[config.mk]
export PLATFORM = sky130hd
export DESIGN_NAME = irq_delivery_ctrl
export DESIGN_NICKNAME = d
export VERILOG_FILES = /design/src/rtl/irq_pkg.sv /design/src/rtl/irq_req_latch.sv /design/src/rtl/irq_arbiter.sv /design/src/rtl/irq_cause_reg.sv /design/src/rtl/irq_delivery_ctrl.sv
export SDC_FILE = /design/constraint.sdc
export NUM_CORES = 1
export LEC_CHECK = 0
export BUFFER_PORTS_ARGS = -buffer_cell sky130_fd_sc_hd__buf_2
export CAP_MARGIN = 10
export CORE_MARGIN = 4
export CORE_UTILIZATION = 44
export CTS_CLUSTER_DIAMETER = 60
export CTS_CLUSTER_SIZE = 14
export DETAILED_ROUTE_END_ITERATION = 8
export PLACE_DENSITY = 0.71
export REMOVE_ABC_BUFFERS = 1
export SYNTH_ARGS = -nofsm -noshare
export SYNTH_HDL_FRONTEND = slang
export SYNTH_SLANG_ARGS = --single-unit
[constraint.sdc]
create_clock -name clk -period 1.8 [get_ports clk]
set_input_delay 0.09 -clock clk [delete_from_list [all_inputs] [get_ports clk]]
set_output_delay 0.09 -clock clk [all_outputs]
set_load 0.01 [all_outputs]
[src/rtl/irq_pkg.sv]
package irq_pkg;

    localparam int IRQ_IP_W  = 6;
    localparam int IRQ_LVL_W = 8;

    typedef enum logic [1:0] {
        LK_NONE,
        LK_EOI,
        LK_ACTIVE
    } lvl_kind_e;

    typedef enum logic [2:0] {
        SEL_IDLE,
        SEL_RESET,
        SEL_NMI,
        SEL_EOI,
        SEL_LEVEL
    } sel_e;

    typedef struct packed {
        logic      rst;
        logic      nmi;
        lvl_kind_e kind;
    } pend_flags_t;

    typedef struct packed {
        sel_e sel;
        logic fire;
    } decision_t;

    function automatic lvl_kind_e classify_level(input logic is_zero);
        return is_zero ? LK_EOI : LK_ACTIVE;
    endfunction

endpackage

[src/rtl/irq_req_latch.sv]
module irq_req_latch
    import irq_pkg::*;
#(
    parameter int LVL_W = IRQ_LVL_W
) (
    input  logic             clk,
    input  logic             rst,
    input  logic             req_reset,
    input  logic             req_nmi,
    input  logic             lvl_valid,
    input  logic [LVL_W-1:0] lvl_value,
    input  logic             clr_rst,
    input  logic             clr_nmi,
    input  logic             clr_lvl,
    output pend_flags_t      flags,
    output logic [LVL_W-1:0] lvl_q
);

    pend_flags_t      flags_n;
    logic [LVL_W-1:0] lvl_n;

    always_comb begin
        flags_n = flags;
        lvl_n   = lvl_q;
        // service clears first, fresh events override them
        if (clr_rst) flags_n.rst = 1'b0;
        if (clr_nmi) flags_n.nmi = 1'b0;
        if (clr_lvl) flags_n.kind = LK_NONE;
        if (req_reset) flags_n.rst = 1'b1;
        if (req_nmi)   flags_n.nmi = 1'b1;
        if (lvl_valid) begin
            flags_n.kind = classify_level(lvl_value == '0);
            lvl_n        = lvl_value;
        end
    end

    always_ff @(posedge clk) begin
        if (rst) begin
            flags <= '{rst: 1'b0, nmi: 1'b0, kind: LK_NONE};
            lvl_q <= '0;
        end else begin
            flags <= flags_n;
            lvl_q <= lvl_n;
        end
    end

endmodule

[src/rtl/irq_arbiter.sv]
module irq_arbiter
    import irq_pkg::*;
#(
    parameter int IP_W  = IRQ_IP_W,
    parameter int LVL_W = IRQ_LVL_W
) (
    input  pend_flags_t      flags,
    input  logic [LVL_W-1:0] lvl_q,
    input  logic             sr_ie,
    input  logic [IP_W-1:0]  sr_mask,
    output decision_t        dec
);

    logic [IP_W-1:0] low_bits;
    assign low_bits = lvl_q[IP_W-1:0];

    always_comb begin
        dec.sel  = SEL_IDLE;
        dec.fire = 1'b0;
        if (flags.rst) begin
            dec.sel = SEL_RESET;
        end else if (flags.nmi) begin
            dec.sel = SEL_NMI;
        end else if (flags.kind == LK_EOI) begin
            dec.sel = SEL_EOI;
        end else if (flags.kind == LK_ACTIVE) begin
            dec.sel  = SEL_LEVEL;
            dec.fire = sr_ie && ((low_bits & sr_mask) != '0);
        end
    end

endmodule

[src/rtl/irq_cause_reg.sv]
module irq_cause_reg
    import irq_pkg::*;
#(
    parameter int IP_W  = IRQ_IP_W,
    parameter int LVL_W = IRQ_LVL_W
) (
    input  logic             clk,
    input  logic             rst,
    input  logic             strobe,
    input  decision_t        dec,
    input  logic [LVL_W-1:0] lvl_q,
    output logic [IP_W-1:0]  cause_ip,
    output logic             exc_nmirst,
    output logic             exc_int
);

    always_ff @(posedge clk) begin
        if (rst) begin
            cause_ip   <= '0;
            exc_nmirst <= 1'b0;
            exc_int    <= 1'b0;
        end else begin
            exc_nmirst <= 1'b0;
            exc_int    <= 1'b0;
            if (strobe) begin
                unique case (dec.sel)
                    SEL_RESET, SEL_NMI: exc_nmirst <= 1'b1;
                    SEL_EOI:            cause_ip   <= '0;
                    SEL_LEVEL: begin
                        cause_ip <= lvl_q[IP_W-1:0];
                        exc_int  <= dec.fire;
                    end
                    default: ;
                endcase
            end
        end
    end

endmodule

[src/rtl/irq_delivery_ctrl.sv]
module irq_delivery_ctrl
    import irq_pkg::*;
#(
    parameter int IP_W  = IRQ_IP_W,
    parameter int LVL_W = IRQ_LVL_W
) (
    input  logic             clk,
    input  logic             rst,
    input  logic             req_reset,
    input  logic             req_nmi,
    input  logic             lvl_valid,
    input  logic [LVL_W-1:0] lvl_value,
    input  logic             instr_strobe,
    input  logic             sr_ie,
    input  logic [IP_W-1:0]  sr_mask,
    output logic             exc_nmirst,
    output logic             exc_int,
    output logic [IP_W-1:0]  cause_ip
);

    pend_flags_t      flags;
    logic [LVL_W-1:0] lvl_q;
    decision_t        dec;
    logic             clr_rst, clr_nmi, clr_lvl;

    assign clr_rst = instr_strobe && (dec.sel == SEL_RESET);
    assign clr_nmi = instr_strobe && (dec.sel == SEL_NMI);
    assign clr_lvl = instr_strobe &&
                     ((dec.sel == SEL_EOI) || (dec.sel == SEL_LEVEL && dec.fire));

    irq_req_latch #(.LVL_W(LVL_W)) u_latch (
        .clk       (clk),
        .rst       (rst),
        .req_reset (req_reset),
        .req_nmi   (req_nmi),
        .lvl_valid (lvl_valid),
        .lvl_value (lvl_value),
        .clr_rst   (clr_rst),
        .clr_nmi   (clr_nmi),
        .clr_lvl   (clr_lvl),
        .flags     (flags),
        .lvl_q     (lvl_q)
    );

    irq_arbiter #(.IP_W(IP_W), .LVL_W(LVL_W)) u_arb (
        .flags   (flags),
        .lvl_q   (lvl_q),
        .sr_ie   (sr_ie),
        .sr_mask (sr_mask),
        .dec     (dec)
    );

    irq_cause_reg #(.IP_W(IP_W), .LVL_W(LVL_W)) u_cause (
        .clk        (clk),
        .rst        (rst),
        .strobe     (instr_strobe),
        .dec        (dec),
        .lvl_q      (lvl_q),
        .cause_ip   (cause_ip),
        .exc_nmirst (exc_nmirst),
        .exc_int    (exc_int)
    );

endmodule

==> results of run 1 <==
==> Yosys cell counts <==
cell type / n
dfxtp_1: 18
nor2_1: 10
a22o_1: 8
mux2i_1: 6
a21oi_1: 5
inv_1: 4
clkbuf_1: 2
o21ai_0: 2
or4_1: 2
a22o_2: 1
a31oi_1: 1
and3b_2: 1
nand2_1: 1
nand2b_1: 1
nand3_1: 1
nor3b_1: 1
nor4_1: 1
o311a_1: 1
o311ai_1: 1
or4b_1: 1
xor2_1: 1
==> layout by cell type, fill, tap and decap left out <==
cell type,count
or4_1,2
a21oi_1,5
a22o_1,8
a22o_2,1
nand2b_1,1
mux2i_1,6
nand3_1,1
nor2_1,10
clkbuf_8,1
nor4_1,1
inv_1,4
dfxtp_1,18
o21ai_0,2
a31oi_1,1
or4b_1,1
buf_2,28
o311ai_1,1
o311a_1,1
nor3b_1,1
xor2_1,1
and3b_2,1
nand2_1,1
clkbuf_4,3
==> worst max path at each step <==
stage                          start          endpoint  cells past startpoint
global placement    u_latch.flags[3]   u_cause.exc_int                      3
CTS                 u_latch.flags[3]   u_cause.exc_int                      3
global route        u_latch.flags[1]   u_cause.exc_int                      3
floorplan           u_latch.flags[3]  u_latch.flags[1]                      4
finish              u_latch.flags[3]   u_cause.exc_int                      3
detailed placement  u_latch.flags[3]   u_cause.exc_int                      3
==> layout make-up <==
class / count / area share, %
Clock buffer: 4 / 4.113
Inverter: 4 / 1.702
Multi-Input combinational cell: 45 / 35.18
Sequential cell: 18 / 40.85
Tap cell: 16 / 2.270
Timing Repair Buffer: 28 / 15.89
==> metal layers <==
| layer | GRT usage [%] | vias to the layer above |
|---|---|---|
| li1 | - | 314 |
| met2 | 24.54 | 20 |
| met5 | 0 | - |
| met1 | 20.14 | 291 |
| met3 | 3.759 | 2 |
| met4 | 6.452 | 0 |
==> stage by stage <==
| step | utilization [%] | setup slack (ps) |
|---|---|---|
| after global routing | 59.24 | 135.8 |
| after floorplan | - | 401.0 |
| after detailed placement | 56.81 | 237.1 |
| final | 59.24 | 222.5 |
| after global placement | 56.81 | 286.8 |
| after CTS | 59.24 | 215.2 |
==> power by group through the flow <==
| stage | Combinational (mW) | Clock, mW | Sequential, mW |
|---|---|---|---|
| floorplan | 0.0411 | 0 | 0.434 |
| global route | 0.0931 | 0.267 | 0.430 |
| finish | 0.0823 | 0.244 | 0.427 |
| detailed placement | 0.0827 | 0 | 0.437 |
| global placement | 0.0811 | 0 | 0.436 |
| CTS | 0.0829 | 0.253 | 0.427 |
==> flip-flops by register name (all words and copies together) (netlist names) <==
name / cells
u_cause.exc_int: 1
u_latch.flags: 4
u_latch.lvl_q: 6
u_cause.exc_nmirst: 1
u_cause.cause_ip: 6
==> worst max-delay path, stage by stage (launching register included) <==
cell and delay [ps]:
dfxtp_1 340, or4b_1 550, nor2_1 400, o311a_1 250
==> cells by family after synthesis <==
family	count (synthesis)	synth area share (%)
and+or+nand+nor	19	14.62
AOI/OAI and AO/OA	19	20.22
buffers and inverters	6	3.249
muxes	6	8.665
DFF	18	51.99
xor gates and xnor gates	1	1.264
==> flow_metrics.env, run 1 <==
export IMPL_fmax_mhz=633.9
export IMPL_gr_total_overflow=0
export IMPL_leakagePower_nw=0.4396
export IMPL_rsz0062_at_grt="false"
export IMPL_vias_per_cell=5.452
export IMPL_cp_start_kind="flip-flop"
export IMPL_final_seq_area_um2=360.3
export IMPL_grt_pass1_wl_um=2504
export IMPL_fin_cells=115
export IMPL_initial_core_util_pct=46.55
export IMPL_status="finished clean"
export IMPL_slew_violations=0
export IMPL_p_sw_share_pct=23.18
export IMPL_hold_path_cell_count=3
export IMPL_die_y_um=47.69
export IMPL_power_mw=0.7539
export IMPL_synth_top_area_share_pct=51.99
export IMPL_synth_warning_count=0
export IMPL_setup_viol=0
export IMPL_grt_max_degree=13
export IMPL_r2r_slack_ps=220
export IMPL_syn2layout_area_growth_pct=27.26
export IMPL_grt_pass1_vias=611
export IMPL_crit_path_end_kind="flip-flop"
export IMPL_synthDistinctLibCells=21
export IMPL_synthesis_instances=69
export IMPL_wl_per_cell_um=13.25
export IMPL_antenna_found_initial=0
export IMPL_crit_path_max_fanout=7
export IMPL_synth_seq_area_share_pct=51.99
export IMPL_cp_required_ps=2040
export IMPL_worst_slew_pin_slew_ps=573.9
export IMPL_num_io_pins=29
export IMPL_multi_input_area_um2=310.3
export IMPL_wl_met2_um=722
export IMPL_drc=0
export IMPL_cts_sinks=18
export IMPL_worstReg2RegStart="u_latch.flags[3]"
export IMPL_wirelength_um=1524
export IMPL_drive_gt1_share_pct=34.34
export IMPL_pwr_share_seq_pct=56.7
export IMPL_finClkSkew_ps=7.904
export IMPL_cts_path_max_buffers=2
export IMPL_min_from="req_reset"
export IMPL_portBuffers=28
export IMPL_drtPass1Iterations=4
export IMPL_cts_setup_buffers=0
export IMPL_topRoutingLayerUsed="met4"
export IMPL_irDropWorstVdd_mv=0.4999
export IMPL_hold_worst_slack_ps=8.895
export IMPL_reg2regPathDepth=3
export IMPL_hold_viol_final=0
export IMPL_cts_root_buffer="clkbuf_4"
export IMPL_min_to="u_latch.flags[3]"
export IMPL_core_um2=1489
export IMPL_holdBufCountCts=0
export IMPL_power_frac_comb_pct=10.9
export IMPL_drt_iter0_drc=4
export IMPL_cts_tree="yes"
export IMPL_fin_tns_setup_ps=0
export IMPL_period_needed_ps=1578
export IMPL_relSlewSlack_pct=61.56
export IMPL_p_int_mw=0.5792
export IMPL_pwr_share_clk_pct=32.4
export IMPL_postLayoutCellArea_um2=882.1
export IMPL_vias=627
export IMPL_clkLatencyLatePin_ps=290
export IMPL_p_sw_mw=0.1747
export IMPL_final_nets=121
export IMPL_ys_ff_latch=18
export IMPL_synth_area_per_cell_um2=10.05
export IMPL_yosys_top_cells_area="dfxtp_1, a22o_1, mux2i_1"
export IMPL_critPathKind="flip-flop to flip-flop"
export IMPL_arrival_ps=1820
export IMPL_n_antenna_cell=0
export IMPL_period_share_pct=87.64
export IMPL_ctsResizeCount=0
export IMPL_drtAntennaViolNets=0
export IMPL_wl_met1_um=691
export IMPL_die_area_um2=2274
export IMPL_yosysTopAreaCell="dfxtp_1"
export IMPL_rows=14
export IMPL_fillCellCount=130
export IMPL_maxCapViolations=0
export IMPL_dpl_cell_count=111
export IMPL_htreeDepth=1
export IMPL_fp_dieW_um=47.69
export IMPL_dpl_instance_area_um2=845.8
export IMPL_clk_pin_slew_ps=100
export IMPL_grt_use_total_pct=15.54
export IMPL_globalplace_congestion=0.7096
export IMPL_min_path_type="input pin to flip-flop"
export IMPL_syn_area_um2=693.2
export IMPL_route_met3_wl_um=92
export IMPL_worstReg2RegEnd="u_cause.exc_int"
export IMPL_p_per_area_nw_per_um2=854.7
export IMPL_hpwl_um=1197
export IMPL_cts_buffers=3
Power figures use the tool's default switching activity.
==> run 2: changes to the inputs <==
--- a/config.mk
+++ b/config.mk
@@ -8,12 +8,13 @@
 export BUFFER_PORTS_ARGS = -buffer_cell sky130_fd_sc_hd__buf_2
 export CAP_MARGIN = 10
 export CORE_MARGIN = 4
-export CORE_UTILIZATION = 44
+export CORE_UTILIZATION = 48
 export CTS_CLUSTER_DIAMETER = 60
 export CTS_CLUSTER_SIZE = 14
 export DETAILED_ROUTE_END_ITERATION = 8
-export PLACE_DENSITY = 0.71
+export PLACE_DENSITY = 0.73
 export REMOVE_ABC_BUFFERS = 1
 export SYNTH_ARGS = -nofsm -noshare
 export SYNTH_HDL_FRONTEND = slang
+export SYNTH_HIERARCHICAL = 1
 export SYNTH_SLANG_ARGS = --single-unit
==> run 2 against run 1 <==
Against the previous run: utilization grew 7.1 points; critical path type unchanged; clock skew shrank 1.6 ps; first-iteration DRC count grew 75%; die area grew 7.9%; synthesized cell count grew 8.7%; cell count grew 8.7%; sequential power is essentially flat; largest cell class is now multi-input gates; critical endpoint is now u_latch/flags[1]; combinational power grew 37%.
==> flow_metrics.env, run 2 <==
export IMPL_status="finished clean"
export IMPL_min_from="req_reset"
export IMPL_mostFrequentLayoutCells="buf_2, dfxtp_1, a22o_1, nor2_1, mux2i_1"
export IMPL_core_um2=1577
export IMPL_irDropWorstVdd_mv=0.5178
export IMPL_leakagePower_nw=0.4709
export IMPL_cts_buffers=3
export IMPL_min_path_type="input pin to flip-flop"
export IMPL_reg2regPathDepth=6
export IMPL_multi_input_area_um2=441.7
export IMPL_min_to="u_latch/flags[3]"
export IMPL_cts_path_max_buffers=2
export IMPL_worst_slew_pin_slew_ps=402.0
export IMPL_fillCellCount=137
export IMPL_synth_warning_count=6
export IMPL_synth_area_per_cell_um2=11.04
export IMPL_dp_slack_ps=209.4
export IMPL_cp_required_ps=2040
export IMPL_holdBufCountCts=1
export IMPL_fin_ws_ps=207.2
export IMPL_hold_worst_slack_ps=24.18
export IMPL_crit_family="compound AO/OA/AOI/OAI gates"
export IMPL_cp_start_kind="flip-flop"
export IMPL_crit_slowest_cell="o311a_1"
export IMPL_period_share_pct=88.49
export IMPL_antenna_found_initial=0
export IMPL_cts_sinks=18
export IMPL_period_needed_ps=1593
export IMPL_vias_per_cell=5.480
export IMPL_fin_tns_setup_ps=0
export IMPL_syn2layout_area_growth_pct=26.28
export IMPL_drtPass1Iterations=4
export IMPL_final_nets=131
export IMPL_worstReg2RegStart="u_latch/lvl_q[1]"
export IMPL_cts_tree="yes"
export IMPL_drtAntennaViolNets=0
export IMPL_largestRegisters="u_cause/cause_ip x6, u_latch/lvl_q x6, u_latch/flags x4"
export IMPL_setup_viol=0
export IMPL_maxCapViolations=0
export IMPL_wl_per_cell_um=13.28
export IMPL_wirelength_um=1660
export IMPL_synthesis_instances=75
export IMPL_crit_path_end_kind="flip-flop"
export IMPL_power_mw=0.7780
export IMPL_grt_pass1_vias=667
export IMPL_hpwl_um=1323
export IMPL_critPathBufInv=0
export IMPL_grt_use_total_pct=15.51
export IMPL_initial_core_util_pct=52.54
export IMPL_p_per_area_nw_per_um2=743.8
export IMPL_crit_cells=6
export IMPL_vias=685
export IMPL_clk_pin_slew_ps=100
export IMPL_slew_violations=0
export IMPL_grt_max_degree=14
export IMPL_layout_commonest_cell="buf_2"
export IMPL_drt_iter0_drc=7
export IMPL_n_antenna_cell=0
export IMPL_syn_area_um2=828.3
export IMPL_htreeDepth=1
export IMPL_die_y_um=49.54
export IMPL_arrival_ps=1840
export IMPL_rsz0062_at_grt="false"
export IMPL_relSlewSlack_pct=73.09
export IMPL_globalplace_congestion=0.7371
export IMPL_rows=14
export IMPL_finClkSkew_ps=6.325
export IMPL_portBuffers=28
export IMPL_cts_root_buffer="clkbuf_4"
export IMPL_cts_setup_buffers=0
export IMPL_hold_path_cell_count=3
export IMPL_max_stage_delay_ps=360
export IMPL_critPathKind="flip-flop to flip-flop"
export IMPL_clkLatencyLatePin_ps=290
export IMPL_path_cells="a22o_1 > o311a_1 > nand4bb_1 > a21boi_1 > nor4b_1 > a31o_1"
export IMPL_grt_pass1_wl_um=2973
export IMPL_post_route_util_pct=66.35
export IMPL_ctsResizeCount=0
export IMPL_num_io_pins=29
export IMPL_drive_gt1_share_pct=39.45
export IMPL_gr_total_overflow=0
export IMPL_fp_dieW_um=49.54
export IMPL_fmax_mhz=627.8
export IMPL_die_area_um2=2454
export IMPL_worstReg2RegEnd="u_latch/flags[1]"
export IMPL_final_seq_area_um2=360.3
export IMPL_hold_viol_final=0
export IMPL_drc=0
export IMPL_crit_path_max_fanout=3
export IMPL_r2r_slack_ps=210
==> run 2: changes by cell type in the layout (fill, tap and decap cells not counted), moves of 2 or more <==
cell	change
buf_4	+3
a21oi_1	-2
and4bb_2	+2
nor4b_4	+2
o21ai_0	-2
or4_1	-2
==> run 2: how the worst max path moves through the flow <==
stage | from | to | slack [ps]
2_1_floorplan | u_latch/flags[0] | u_latch/flags[1] | 170
3_3_place_gp | u_latch/lvl_q[1] | u_latch/flags[1] | 230
6_report | u_latch/lvl_q[1] | u_latch/flags[1] | 210
3_5_place_dp | u_latch/lvl_q[1] | u_latch/flags[1] | 210
5_1_grt | u_latch/flags[2] | u_latch/flags[0] | 10
4_1_cts | u_latch/lvl_q[1] | u_latch/flags[1] | 190
==> run 2: power breakdown <==
| part | leakage, nW | total [mW] | internal, mW | switching [mW] |
|---|---|---|---|---|
| clock | 0.0210 | 0.238 | 0.123 | 0.115 |
| sequential | 0.147 | 0.427 | 0.413 | 0.0134 |
| combinational | 0.303 | 0.113 | 0.0600 | 0.0528 |
| total | 0.471 | 0.778 | 0.597 | 0.181 |
==> run 2: final cells by class <==
cell class                 instances  share of cell area (%)
timing repair buffer              32                   16.51
multi-input combinational         51                   42.23
inverter                           4                   1.435
tap                               16                   1.914
clock buffer                       4                   3.469
sequential                        18                   34.45
==> run 2: metal layers <==
layer  share of wire (%)  up-vias  track usage, %
li1                    -      351               -
met1                  43      311           18.48
met2                  49       21           25.99
met3                 7.2        2           5.723
met4                0.72        0           4.147
met5                   0        -               0
==> run 2: through the flow <==
step                cells  instance area [um2]
finish                125                 1046
CTS                   125                 1046
global route          125                 1046
global placement      120                999.7
detailed placement    120                999.7
floorplan              73                817.0
==> run 2: worst register-to-register path: cells and delay by family (launching register included) <==
family,cells,cell delay (ps)
compound gates,4,820
simple gates,2,390
flops,1,340
==> run 3: changes to the inputs <==
--- a/config.mk
+++ b/config.mk
@@ -5,14 +5,14 @@
 export SDC_FILE = /design/constraint.sdc
 export NUM_CORES = 1
 export LEC_CHECK = 0
-export BUFFER_PORTS_ARGS = -buffer_cell sky130_fd_sc_hd__buf_2
+export BUFFER_PORTS_ARGS = -buffer_cell sky130_fd_sc_hd__clkbuf_2
 export CAP_MARGIN = 10
 export CORE_MARGIN = 4
-export CORE_UTILIZATION = 48
+export CORE_UTILIZATION = 41
 export CTS_CLUSTER_DIAMETER = 60
 export CTS_CLUSTER_SIZE = 14
 export DETAILED_ROUTE_END_ITERATION = 8
-export PLACE_DENSITY = 0.73
+export PLACE_DENSITY = 0.64
 export REMOVE_ABC_BUFFERS = 1
 export SYNTH_ARGS = -nofsm -noshare
 export SYNTH_HDL_FRONTEND = slang
==> run 3 against run 2 <==
Against the previous run: combinational power about the same; clock skew increased by 1.6 ps; die area increased by 14%; count of clock-buffer cells in the layout unchanged; maximum frequency decreased by 1.4%; register-to-register slack got worse by 20 ps; first-iteration DRC count decreased by 29%; final area increased by 1.1%; largest cell class unchanged; worst setup slack got worse by 23 ps; cell count increased by 7.2%.
==> flow_metrics.env, run 3 (synthesis gave the netlist of run 2 again) <==
export IMPL_hold_viol_final=0
export IMPL_vias_per_cell=5.045
export IMPL_cts_tree="yes"
export IMPL_dpl_instance_area_um2=1011
export IMPL_ctsResizeCount=0
export IMPL_slew_violations=0
export IMPL_period_share_pct=89.79
export IMPL_leakagePower_nw=0.4680
export IMPL_fin_ws_ps=183.8
export IMPL_cp_start_kind="flip-flop"
export IMPL_maxCapViolations=0
export IMPL_p_per_area_nw_per_um2=747.4
export IMPL_rows=15
export IMPL_cp_required_ps=2040
export IMPL_min_path_type="input pin to flip-flop"
export IMPL_grt_pass1_wl_um=2980
export IMPL_core_um2=1821
export IMPL_power_mw=0.7902
export IMPL_critPathKind="flip-flop to flip-flop"
export IMPL_postLayoutCellArea_um2=1057
export IMPL_cts_setup_buffers=0
export IMPL_fmax_mhz=618.7
export IMPL_setup_viol=0
export IMPL_grt_use_total_pct=14.39
export IMPL_antenna_found_initial=0
export IMPL_drtAntennaViolNets=0
export IMPL_crit_path_end_kind="flip-flop"
export IMPL_max_stage_delay_ps=370
export IMPL_syn2layout_area_growth_pct=27.64
export IMPL_relSlewSlack_pct=72.01
export IMPL_p_sw_mw=0.1935
export IMPL_wl_per_cell_um=12.78
export IMPL_num_io_pins=29
export IMPL_largestRegisters="u_cause/cause_ip x6, u_latch/lvl_q x6, u_latch/flags x4"
export IMPL_globalplace_congestion=0.6997
export IMPL_layout_commonest_cell="clkbuf_2"
export IMPL_drtPass1Iterations=4
export IMPL_power_frac_comb_pct=14.2
export IMPL_hold_worst_slack_ps=14.01
export IMPL_cts_buffers=3
export IMPL_p_int_mw=0.5968
export IMPL_finClkSkew_ps=7.885
export IMPL_portBuffers=28
export IMPL_die_area_um2=2803
export IMPL_initial_core_util_pct=45.50
export IMPL_drt_iter0_drc=5
export IMPL_period_needed_ps=1616
export IMPL_status="finished clean"
export IMPL_arrival_ps=1860
export IMPL_grt_pass1_vias=669
export IMPL_pwr_share_clk_pct=31.6
export IMPL_htreeDepth=1
export IMPL_cts_root_buffer="clkbuf_4"
export IMPL_n_antenna_cell=0
export IMPL_mostFrequentLayoutCells="clkbuf_2, dfxtp_1, a22o_1, nor2_1, mux2i_1"
export IMPL_final_nets=131
export IMPL_gr_total_overflow=0
export IMPL_hpwl_um=1330
export IMPL_grt_max_degree=14
export IMPL_drive_gt1_share_pct=39.45
export IMPL_wirelength_um=1712
export IMPL_critPathBufInv=0
export IMPL_fin_tns_setup_ps=0
export IMPL_dp_slack_ps=200.9
export IMPL_fp_dieW_um=52.95
export IMPL_vias=676
export IMPL_clk_pin_slew_ps=110
export IMPL_worst_slew_pin_slew_ps=418.1
export IMPL_p_sw_share_pct=24.48
export IMPL_crit_path_max_fanout=3
export IMPL_irDropWorstVdd_mv=0.5227
export IMPL_crit_family="compound AO/OA/AOI/OAI gates"
export IMPL_cts_sinks=18
export IMPL_path_cells="a22o_1 > o311a_1 > nand4bb_1 > a21boi_1 > nor4b_1 > a31o_1"
export IMPL_crit_slowest_cell="o311a_1"
export IMPL_drc=0
export IMPL_pwr_share_seq_pct=54.1
export IMPL_die_y_um=52.95
export IMPL_cts_path_max_buffers=2
export IMPL_holdBufCountCts=1
export IMPL_rsz0062_at_grt="false"
export IMPL_clkLatencyLatePin_ps=290
[run 3: cell count changes in the layout (fill, tap and decap cells not counted)]
cell and delta:
buf_2 -28, clkbuf_2 +28
[run 3: path summary, 6_finish.rpt]
check                        endpoint  depth (start not counted)           startpoint  slack (ps)
setup / recovery     u_latch/flags[1]                          6     u_latch/lvl_q[2]         180
hold / removal       u_latch/flags[2]                          3              req_nmi          10
setup reg to reg     u_latch/flags[1]                          6     u_latch/lvl_q[2]         180
hold reg to reg   u_cause/cause_ip[5]                          1  u_cause/cause_ip[5]         490
[run 3: through the flow]
step           std cells  util, %
2_1_floorplan         73        -
6_report             134    58.08
3_3_place_gp         129    55.53
5_1_grt              134    58.08
4_1_cts              134    58.08
3_5_place_dp         129    55.53
[run 3: final cells by class]
cell class	count	area, um2
multi-input combinational	51	441.7
clock buffer	4	36.28
inverter	4	15.01
timing repair buffer	32	172.7
tap	25	31.28
fill	177	763.2
sequential	18	360.3
[run 3: worst reg2reg max path, cell delays in order, from the launching register on]
cell and delay [ps]:
dfxtp_1 360, a22o_1 210, o311a_1 370, nand4bb_1 110, a21boi_1 90, nor4b_1 300
a31o_1 130
[run 3: routing by layer]
layer / up-vias / part of all wire (%) / GRT usage (%)
met2: 20 / 44 / 22.93
met1: 304 / 49 / 18.94
met4: 0 / 0 / 3.830
met3: 0 / 7.0 / 3.944
met5: - / 0 / 0
li1: 352 / - / -
[run 3: power groups by stage]
stage	clock, mW	combinational (mW)	sequential (mW)
after floorplan	0	0.0581	0.434
after global placement	0	0.110	0.436
after detailed placement	0	0.111	0.437
after CTS	0.259	0.113	0.427
after global routing	0.280	0.125	0.430
final	0.250	0.112	0.428
